<file path="config.mk">
export PLATFORM = sky130hd
export DESIGN_NAME = ea_gen
export DESIGN_NICKNAME = d
export VERILOG_FILES = /design/src/rtl/ea_pkg.sv /design/src/rtl/ea_seq.sv /design/src/rtl/ea_calc.sv /design/src/rtl/ea_gen.sv
export SDC_FILE = /design/constraint.sdc
export NUM_CORES = 1
export LEC_CHECK = 0
export BUFFER_PORTS_ARGS = -buffer_cell sky130_fd_sc_hd__buf_2
export CORE_ASPECT_RATIO = 1.4
export CORE_UTILIZATION = 45
export CTS_CLUSTER_DIAMETER = 60
export DETAILED_ROUTE_END_ITERATION = 10
export SETUP_SLACK_MARGIN = 0.15
export SLEW_MARGIN = 30
export SYNTH_ARGS = -nofsm -noshare
export SYNTH_HDL_FRONTEND = slang
export SYNTH_SLANG_ARGS = --single-unit
export TNS_END_PERCENT = 30
</file>
<file path="constraint.sdc">
create_clock -name clk_i -period 8 [get_ports clk_i]
set_input_delay 0 -clock clk_i [delete_from_list [all_inputs] [get_ports clk_i]]
set_output_delay 0 -clock clk_i [all_outputs]
set_load 0.1 [all_outputs]
</file>
<file path="src/rtl/ea_pkg.sv">
package ea_pkg;
  localparam int unsigned DW = 8;
  localparam int unsigned AW = 16;
  localparam int unsigned MW = 4;
  localparam int unsigned LW = 2;
  localparam int unsigned KW = 2;

  typedef enum logic [MW-1:0] {
    M_IMPL = 4'd0, M_ACC = 4'd1, M_IMM = 4'd2, M_ZP = 4'd3, M_ZPX = 4'd4,
    M_ZPY = 4'd5, M_ABS = 4'd6, M_ABSX = 4'd7, M_ABSY = 4'd8, M_IND = 4'd9,
    M_INDX = 4'd10, M_INDY = 4'd11, M_REL = 4'd12
  } mode_e;

  typedef enum logic [KW-1:0] {
    K_MEM = 2'd0, K_IMM = 2'd1, K_ACC = 2'd2, K_NONE = 2'd3
  } kind_e;

  typedef enum logic [2:0] {
    S_IDLE, S_OPLO, S_OPHI, S_PTRLO, S_PTRHI, S_FIN
  } st_e;
endpackage

</file>
<file path="src/rtl/ea_seq.sv">
module ea_seq
  import ea_pkg::*;
#(
  parameter int unsigned DW_P = DW,
  parameter int unsigned AW_P = AW
) (
  input  logic            clk_i,
  input  logic            rst_ni,
  input  logic            req_i,
  input  logic [MW-1:0]   mode_i,
  input  logic [AW_P-1:0] pc_i,
  input  logic [DW_P-1:0] x_i,
  input  logic [DW_P-1:0] y_i,
  input  logic [DW_P-1:0] mem_data_i,
  output logic            ready_o,
  output logic            mem_rd_o,
  output logic [AW_P-1:0] mem_addr_o,
  output logic            fin_o,
  output logic [MW-1:0]   mode_o,
  output logic [AW_P-1:0] pc_o,
  output logic [DW_P-1:0] x_o,
  output logic [DW_P-1:0] y_o,
  output logic [DW_P-1:0] lo_o,
  output logic [DW_P-1:0] hi_o
);
  localparam int unsigned HW = AW_P - DW_P;

  st_e             st_q, st_d;
  logic [MW-1:0]   mode_q;
  logic [AW_P-1:0] pc_q, ptr_q;
  logic [DW_P-1:0] x_q, y_q, lo_q, hi_q;

  function automatic logic has_operand(input logic [MW-1:0] m);
    return m inside {M_ZP, M_ZPX, M_ZPY, M_ABS, M_ABSX, M_ABSY,
                     M_IND, M_INDX, M_INDY, M_REL};
  endfunction

  always_comb begin
    st_d = st_q;
    unique case (st_q)
      S_IDLE:  if (req_i) st_d = has_operand(mode_i) ? S_OPLO : S_FIN;
      S_OPLO: begin
        if (mode_q inside {M_ABS, M_ABSX, M_ABSY, M_IND}) st_d = S_OPHI;
        else if (mode_q inside {M_INDX, M_INDY})          st_d = S_PTRLO;
        else                                              st_d = S_FIN;
      end
      S_OPHI:  st_d = (mode_q == M_IND) ? S_PTRLO : S_FIN;
      S_PTRLO: st_d = S_PTRHI;
      S_PTRHI: st_d = S_FIN;
      S_FIN:   st_d = S_IDLE;
      default: st_d = S_IDLE;
    endcase
  end

  always_comb begin
    mem_addr_o = '0;
    unique case (st_q)
      S_OPLO:  mem_addr_o = pc_q + AW_P'(1);
      S_OPHI:  mem_addr_o = pc_q + AW_P'(2);
      S_PTRLO: mem_addr_o = ptr_q;
      S_PTRHI: mem_addr_o = (mode_q == M_IND) ? ptr_q + AW_P'(1)
                          : {ptr_q[AW_P-1:DW_P], ptr_q[DW_P-1:0] + DW_P'(1)};
      default: mem_addr_o = '0;
    endcase
  end

  assign mem_rd_o = st_q inside {S_OPLO, S_OPHI, S_PTRLO, S_PTRHI};
  assign ready_o  = (st_q == S_IDLE);
  assign fin_o    = (st_q == S_FIN);

  always_ff @(posedge clk_i or negedge rst_ni) begin
    if (!rst_ni) begin
      st_q   <= S_IDLE;
      mode_q <= '0;
      pc_q   <= '0;
      ptr_q  <= '0;
      x_q    <= '0;
      y_q    <= '0;
      lo_q   <= '0;
      hi_q   <= '0;
    end else begin
      st_q <= st_d;
      unique case (st_q)
        S_IDLE: if (req_i) begin
          mode_q <= mode_i;
          pc_q   <= pc_i;
          x_q    <= x_i;
          y_q    <= y_i;
        end
        S_OPLO: begin
          lo_q <= mem_data_i;
          if (mode_q == M_INDX) ptr_q <= {{HW{1'b0}}, mem_data_i + x_q};
          else                  ptr_q <= {{HW{1'b0}}, mem_data_i};
        end
        S_OPHI: begin
          hi_q  <= mem_data_i;
          ptr_q <= {mem_data_i, lo_q};
        end
        S_PTRLO: lo_q <= mem_data_i;
        S_PTRHI: hi_q <= mem_data_i;
        default: ;
      endcase
    end
  end

  assign mode_o = mode_q;
  assign pc_o   = pc_q;
  assign x_o    = x_q;
  assign y_o    = y_q;
  assign lo_o   = lo_q;
  assign hi_o   = hi_q;
endmodule

</file>
<file path="src/rtl/ea_calc.sv">
module ea_calc
  import ea_pkg::*;
#(
  parameter int unsigned DW_P = DW,
  parameter int unsigned AW_P = AW
) (
  input  logic [MW-1:0]   mode_i,
  input  logic [AW_P-1:0] pc_i,
  input  logic [DW_P-1:0] x_i,
  input  logic [DW_P-1:0] y_i,
  input  logic [DW_P-1:0] lo_i,
  input  logic [DW_P-1:0] hi_i,
  output logic [AW_P-1:0] ea_o,
  output logic [KW-1:0]   kind_o,
  output logic [LW-1:0]   len_o
);
  localparam int unsigned HW = AW_P - DW_P;

  logic [AW_P-1:0] word;
  assign word = {hi_i, lo_i};

  always_comb begin
    ea_o   = '0;
    kind_o = K_MEM;
    len_o  = LW'(2);
    unique case (mode_i)
      M_ACC:  begin kind_o = K_ACC; len_o = LW'(1); end
      M_IMM:  begin kind_o = K_IMM; ea_o = pc_i + AW_P'(1); end
      M_ZP:   ea_o = {{HW{1'b0}}, lo_i};
      M_ZPX:  ea_o = {{HW{1'b0}}, lo_i + x_i};
      M_ZPY:  ea_o = {{HW{1'b0}}, lo_i + y_i};
      M_ABS:  begin ea_o = word;                       len_o = LW'(3); end
      M_ABSX: begin ea_o = word + {{HW{1'b0}}, x_i};   len_o = LW'(3); end
      M_ABSY: begin ea_o = word + {{HW{1'b0}}, y_i};   len_o = LW'(3); end
      M_IND:  begin ea_o = word;                       len_o = LW'(3); end
      M_INDX: ea_o = word;
      M_INDY: ea_o = word + {{HW{1'b0}}, y_i};
      M_REL:  ea_o = pc_i + AW_P'(2) + {{HW{lo_i[DW_P-1]}}, lo_i};
      default: begin kind_o = K_NONE; len_o = LW'(1); end
    endcase
  end
endmodule

</file>
<file path="src/rtl/ea_gen.sv">
module ea_gen
  import ea_pkg::*;
#(
  parameter int unsigned DW_P = DW,
  parameter int unsigned AW_P = AW
) (
  input  logic            clk_i,
  input  logic            rst_ni,
  input  logic            req_i,
  input  logic [MW-1:0]   mode_i,
  input  logic [AW_P-1:0] pc_i,
  input  logic [DW_P-1:0] x_i,
  input  logic [DW_P-1:0] y_i,
  output logic            ready_o,
  output logic            mem_rd_o,
  output logic [AW_P-1:0] mem_addr_o,
  input  logic [DW_P-1:0] mem_data_i,
  output logic            done_o,
  output logic [AW_P-1:0] ea_o,
  output logic [KW-1:0]   kind_o,
  output logic [LW-1:0]   len_o
);
  logic            fin;
  logic [MW-1:0]   mode_c;
  logic [AW_P-1:0] pc_c, ea_d;
  logic [DW_P-1:0] x_c, y_c, lo_c, hi_c;
  logic [KW-1:0]   kind_d;
  logic [LW-1:0]   len_d;

  ea_seq #(.DW_P(DW_P), .AW_P(AW_P)) u_seq (
    .clk_i, .rst_ni, .req_i, .mode_i, .pc_i, .x_i, .y_i, .mem_data_i,
    .ready_o, .mem_rd_o, .mem_addr_o,
    .fin_o(fin), .mode_o(mode_c), .pc_o(pc_c), .x_o(x_c), .y_o(y_c),
    .lo_o(lo_c), .hi_o(hi_c)
  );

  ea_calc #(.DW_P(DW_P), .AW_P(AW_P)) u_calc (
    .mode_i(mode_c), .pc_i(pc_c), .x_i(x_c), .y_i(y_c), .lo_i(lo_c),
    .hi_i(hi_c), .ea_o(ea_d), .kind_o(kind_d), .len_o(len_d)
  );

  always_ff @(posedge clk_i or negedge rst_ni) begin
    if (!rst_ni) begin
      done_o <= 1'b0;
      ea_o   <= '0;
      kind_o <= K_NONE;
      len_o  <= LW'(1);
    end else begin
      done_o <= fin;
      if (fin) begin
        ea_o   <= ea_d;
        kind_o <= kind_d;
        len_o  <= len_d;
      end
    end
  end
endmodule

</file>
==> metrics.md <==
| Metric | Value |
|---|---|
| CTS tree | done |
| Final instance area | 0.00859 mm² |
| Synthesis-to-layout area growth | 17.9% |
| Die span in y | 153 µm |
| Routability-driven placement congestion ratio | 0.945 |
| Synth async-reset ratio | 1.00 |
| Placed instance area | 0.00782 mm² |
| CP required | 8.22 ns |
| Top FF cell, synth | dfrtp_1 |
| Post-route setup slack | 4.12 ns |
| Router iterations before antenna repair | 6 |
| # DRC | 0 |
| Synthesized area | 0.00729 mm² |
| Pins Over Slew Limit | 0 |
| Maximum fanout along the worst path | 18 |
| Synthesized Nets | 898 |
| Synthesized instance count | 801 |
| Commonest cells after routing, fill and taps aside | 89 x dfrtp_1, 88 x nand2_1, 84 x buf_2 |
| # diodes | 0 |
| Distinct cells, synth | 74 |
| CP arrival | 4.09 ns |
| Ports | 86 |
| Nets | 1007 |
| Placed insts | 1049 |
| Maximum clock path buffer count | 2 |
| GRT Overall Usage | 0.299 |
| Sequential-to-total area share from yosys stat | 0.316 |
| Clock sink total | 92 |
| Rows | 54 |
| Flops & latches, synth | 92 |
| Place WS | 4.17 ns |
| Worst skew pair latency | 0.36 ns |
| Via/cell ratio | 6.13 |
| Setup TNS | 0 ns |
| CTS resizes | 0 |
| Final setup violation count | 0 |
| Mean Syn Cell Area | 9.10 µm² |
| Detailed Place HPWL | 18.5 mm |
| Critical Path End Type | register |
| Vias in the first global route | 6676 |
| Period utilization | 0.484 |
| First-pass GRT wire length | 37.1 mm |
| HP Class | in -> async |
| FMAX | 258 MHz |
| Post-synth top area cell | dfrtp_1 |
| Fin crit period | 3.88 ns |
| Post-Layout Cell Count | 1111 |
| Largest net degree at the start of global routing | 58 |
| EDFF count, synth | 0 |
| Share of layout cells above drive strength 1 | 0.207 |
| Antenna violations before repair | 0 |
| Post-synth top area share | 0.306 |
| Post CTS Setup Buffer Count | 0 |
| Total wire length | 24.1 mm |
| Port Buffers | 85 |
| RSZ-0062 raised after global routing | false |
| Worst-path clk slew | 0.07 ns |
| Final hold violation count | 0 |
| Routed Antenna Nets | 0 |
| Die Footprint | 0.0167 mm² |
| Setup Skew | 0.00853 ns |
| Normalized max-slew margin | 0.385 |
| CTS Root Cell | clkbuf_16 |
| Initial Util | 0.465 |
| Htree depth | 3 |
| Die Wd | 110 µm |
| Crit Path Class | reg -> reg |
| Iteration-0 DRC Markers | 555 |
| Commonest non-fill, non-tap cell in the layout | dfrtp_1 |
| Max Cap Viol | 0 |
| Status | completed |
| Grt ovf | 0 |
| DR WL/cell | 21.7 µm |
| Core area | 0.0157 mm² |
| Synth top area cells | dfrtp_1 31%, mux2_2 8.3%, ha_1 7.9% |
| Yosys warns | 0 |
| TritonCTS Buffers | 9 |
| Worst-Margin Slew | 0.923 ns |
| Hold-fix buffers, CTS | 46 |
| CP Launch Type | register |
| DR vias | 6805 |
-- worst max-delay path: stages (launching register included) --
cell and delay [ns]:
dfrtp_1 0.66, and2b_1 0.31, nor3_2 0.64, mux2_2 0.42, ha_1 0.36, o211ai_1 0.11, o21ai_1 0.26, a21o_1 0.31
nand4_1 0.15, xnor2_1 0.15, a221oi_1 0.25, o21ai_1 0.10
-- sequential cells by signal, summed over array words and instances, names as in the netlist --
register	flops
ea_o	16
u_seq.pc_o	16
u_seq.ptr_q	16
u_seq.hi_o	8
u_seq.lo_o	8
u_seq.x_o	8
u_seq.y_o	8
u_seq.mode_o	4
u_seq.st_q	3
kind_o	2
len_o	2
done_o	1
-- synthesized netlist by cell type (4+ instances only) --
| cell | instances |
|---|---|
| a211oi_1 | 10 |
| a21o_1 | 10 |
| a21oi_1 | 48 |
| a221o_1 | 5 |
| a221oi_1 | 8 |
| a22o_1 | 13 |
| a22oi_1 | 17 |
| a31oi_1 | 6 |
| and2_1 | 5 |
| and3_1 | 7 |
| and4_1 | 4 |
| buf_2 | 19 |
| clkbuf_1 | 13 |
| dfrtp_1 | 89 |
| fa_1 | 4 |
| ha_1 | 46 |
| inv_1 | 12 |
| mux2_2 | 54 |
| mux2i_1 | 9 |
| nand2_1 | 88 |
| nand2b_1 | 11 |
| nand3_1 | 18 |
| nand4_1 | 12 |
| nor2_1 | 47 |
| nor2b_1 | 6 |
| nor3_1 | 13 |
| nor3_2 | 4 |
| o211ai_1 | 9 |
| o21a_1 | 5 |
| o21ai_0 | 36 |
| o21ai_1 | 28 |
| o221ai_1 | 7 |
| o22ai_1 | 7 |
| or3_1 | 4 |
| xnor2_1 | 40 |
| xor2_1 | 33 |
-- metrics by stage --
stage	util	hold WS, ns
3_3_place_gp	0.499	0.00602
2_1_floorplan	-	-0.296
3_5_place_dp	0.499	0.0169
6_report	0.548	0.152
5_1_grt	0.548	0.189
4_1_cts	0.548	0.173
-- logic make-up after synthesis --
logic type | count (synthesis) | synth area share
flops | 92 | 0.316
compound gates | 237 | 0.220
fa+ha+maj | 50 | 0.0900
xor+xnor | 73 | 0.0877
mux | 63 | 0.0958
buf+inv | 51 | 0.0319
simple gates | 235 | 0.158
-- layer usage --
layer / global-route usage / routed length, µm / share of wire / up-vias
li1: - / - / - / 3189
met1: 0.368 / 9540 / 0.40 / 3283
met4: 0.197 / 1630 / 0.068 / 0
met3: 0.0522 / 1320 / 0.055 / 79
met5: 0 / 0 / 0 / -
met2: 0.473 / 11600 / 0.48 / 254
-- worst paths after layout --
check / start / endpoint / slack, ns / depth (start not counted)
worst min register to register: ea_o[0]$_DFFE_PN0P_ / ea_o[0]$_DFFE_PN0P_ / 0.48 / 2
min in group clk_i: pc_i[0] / u_seq.pc_o[0]$_DFFE_PN0P_ / 0.39 / 4
worst max-delay path: u_seq.mode_o[1]$_DFFE_PN0P_ / ea_o[13]$_DFFE_PN0P_ / 4.12 / 11
worst min-delay path: rst_ni / u_seq.y_o[5]$_DFFE_PN0P_ / 0.15 / 2
max in group asynchronous: rst_ni / u_seq.x_o[0]$_DFFE_PN0P_ / 6.69 / 3
worst max register to register: u_seq.mode_o[1]$_DFFE_PN0P_ / ea_o[13]$_DFFE_PN0P_ / 4.12 / 11
-- layout make-up --
type / instances / area, µm²
Fill cell: 1468 / 7090
Inverter: 14 / 55.1
Clock buffer: 11 / 243
Clock inverter: 5 / 61.3
Timing Repair Buffer: 135 / 918
Multi-Input combinational cell: 658 / 4760
Tap cell: 196 / 245
Sequential cell: 92 / 2310
Power is not shown: default switching activity piles up to over one toggle a cycle in this logic, so the estimate is an artifact.
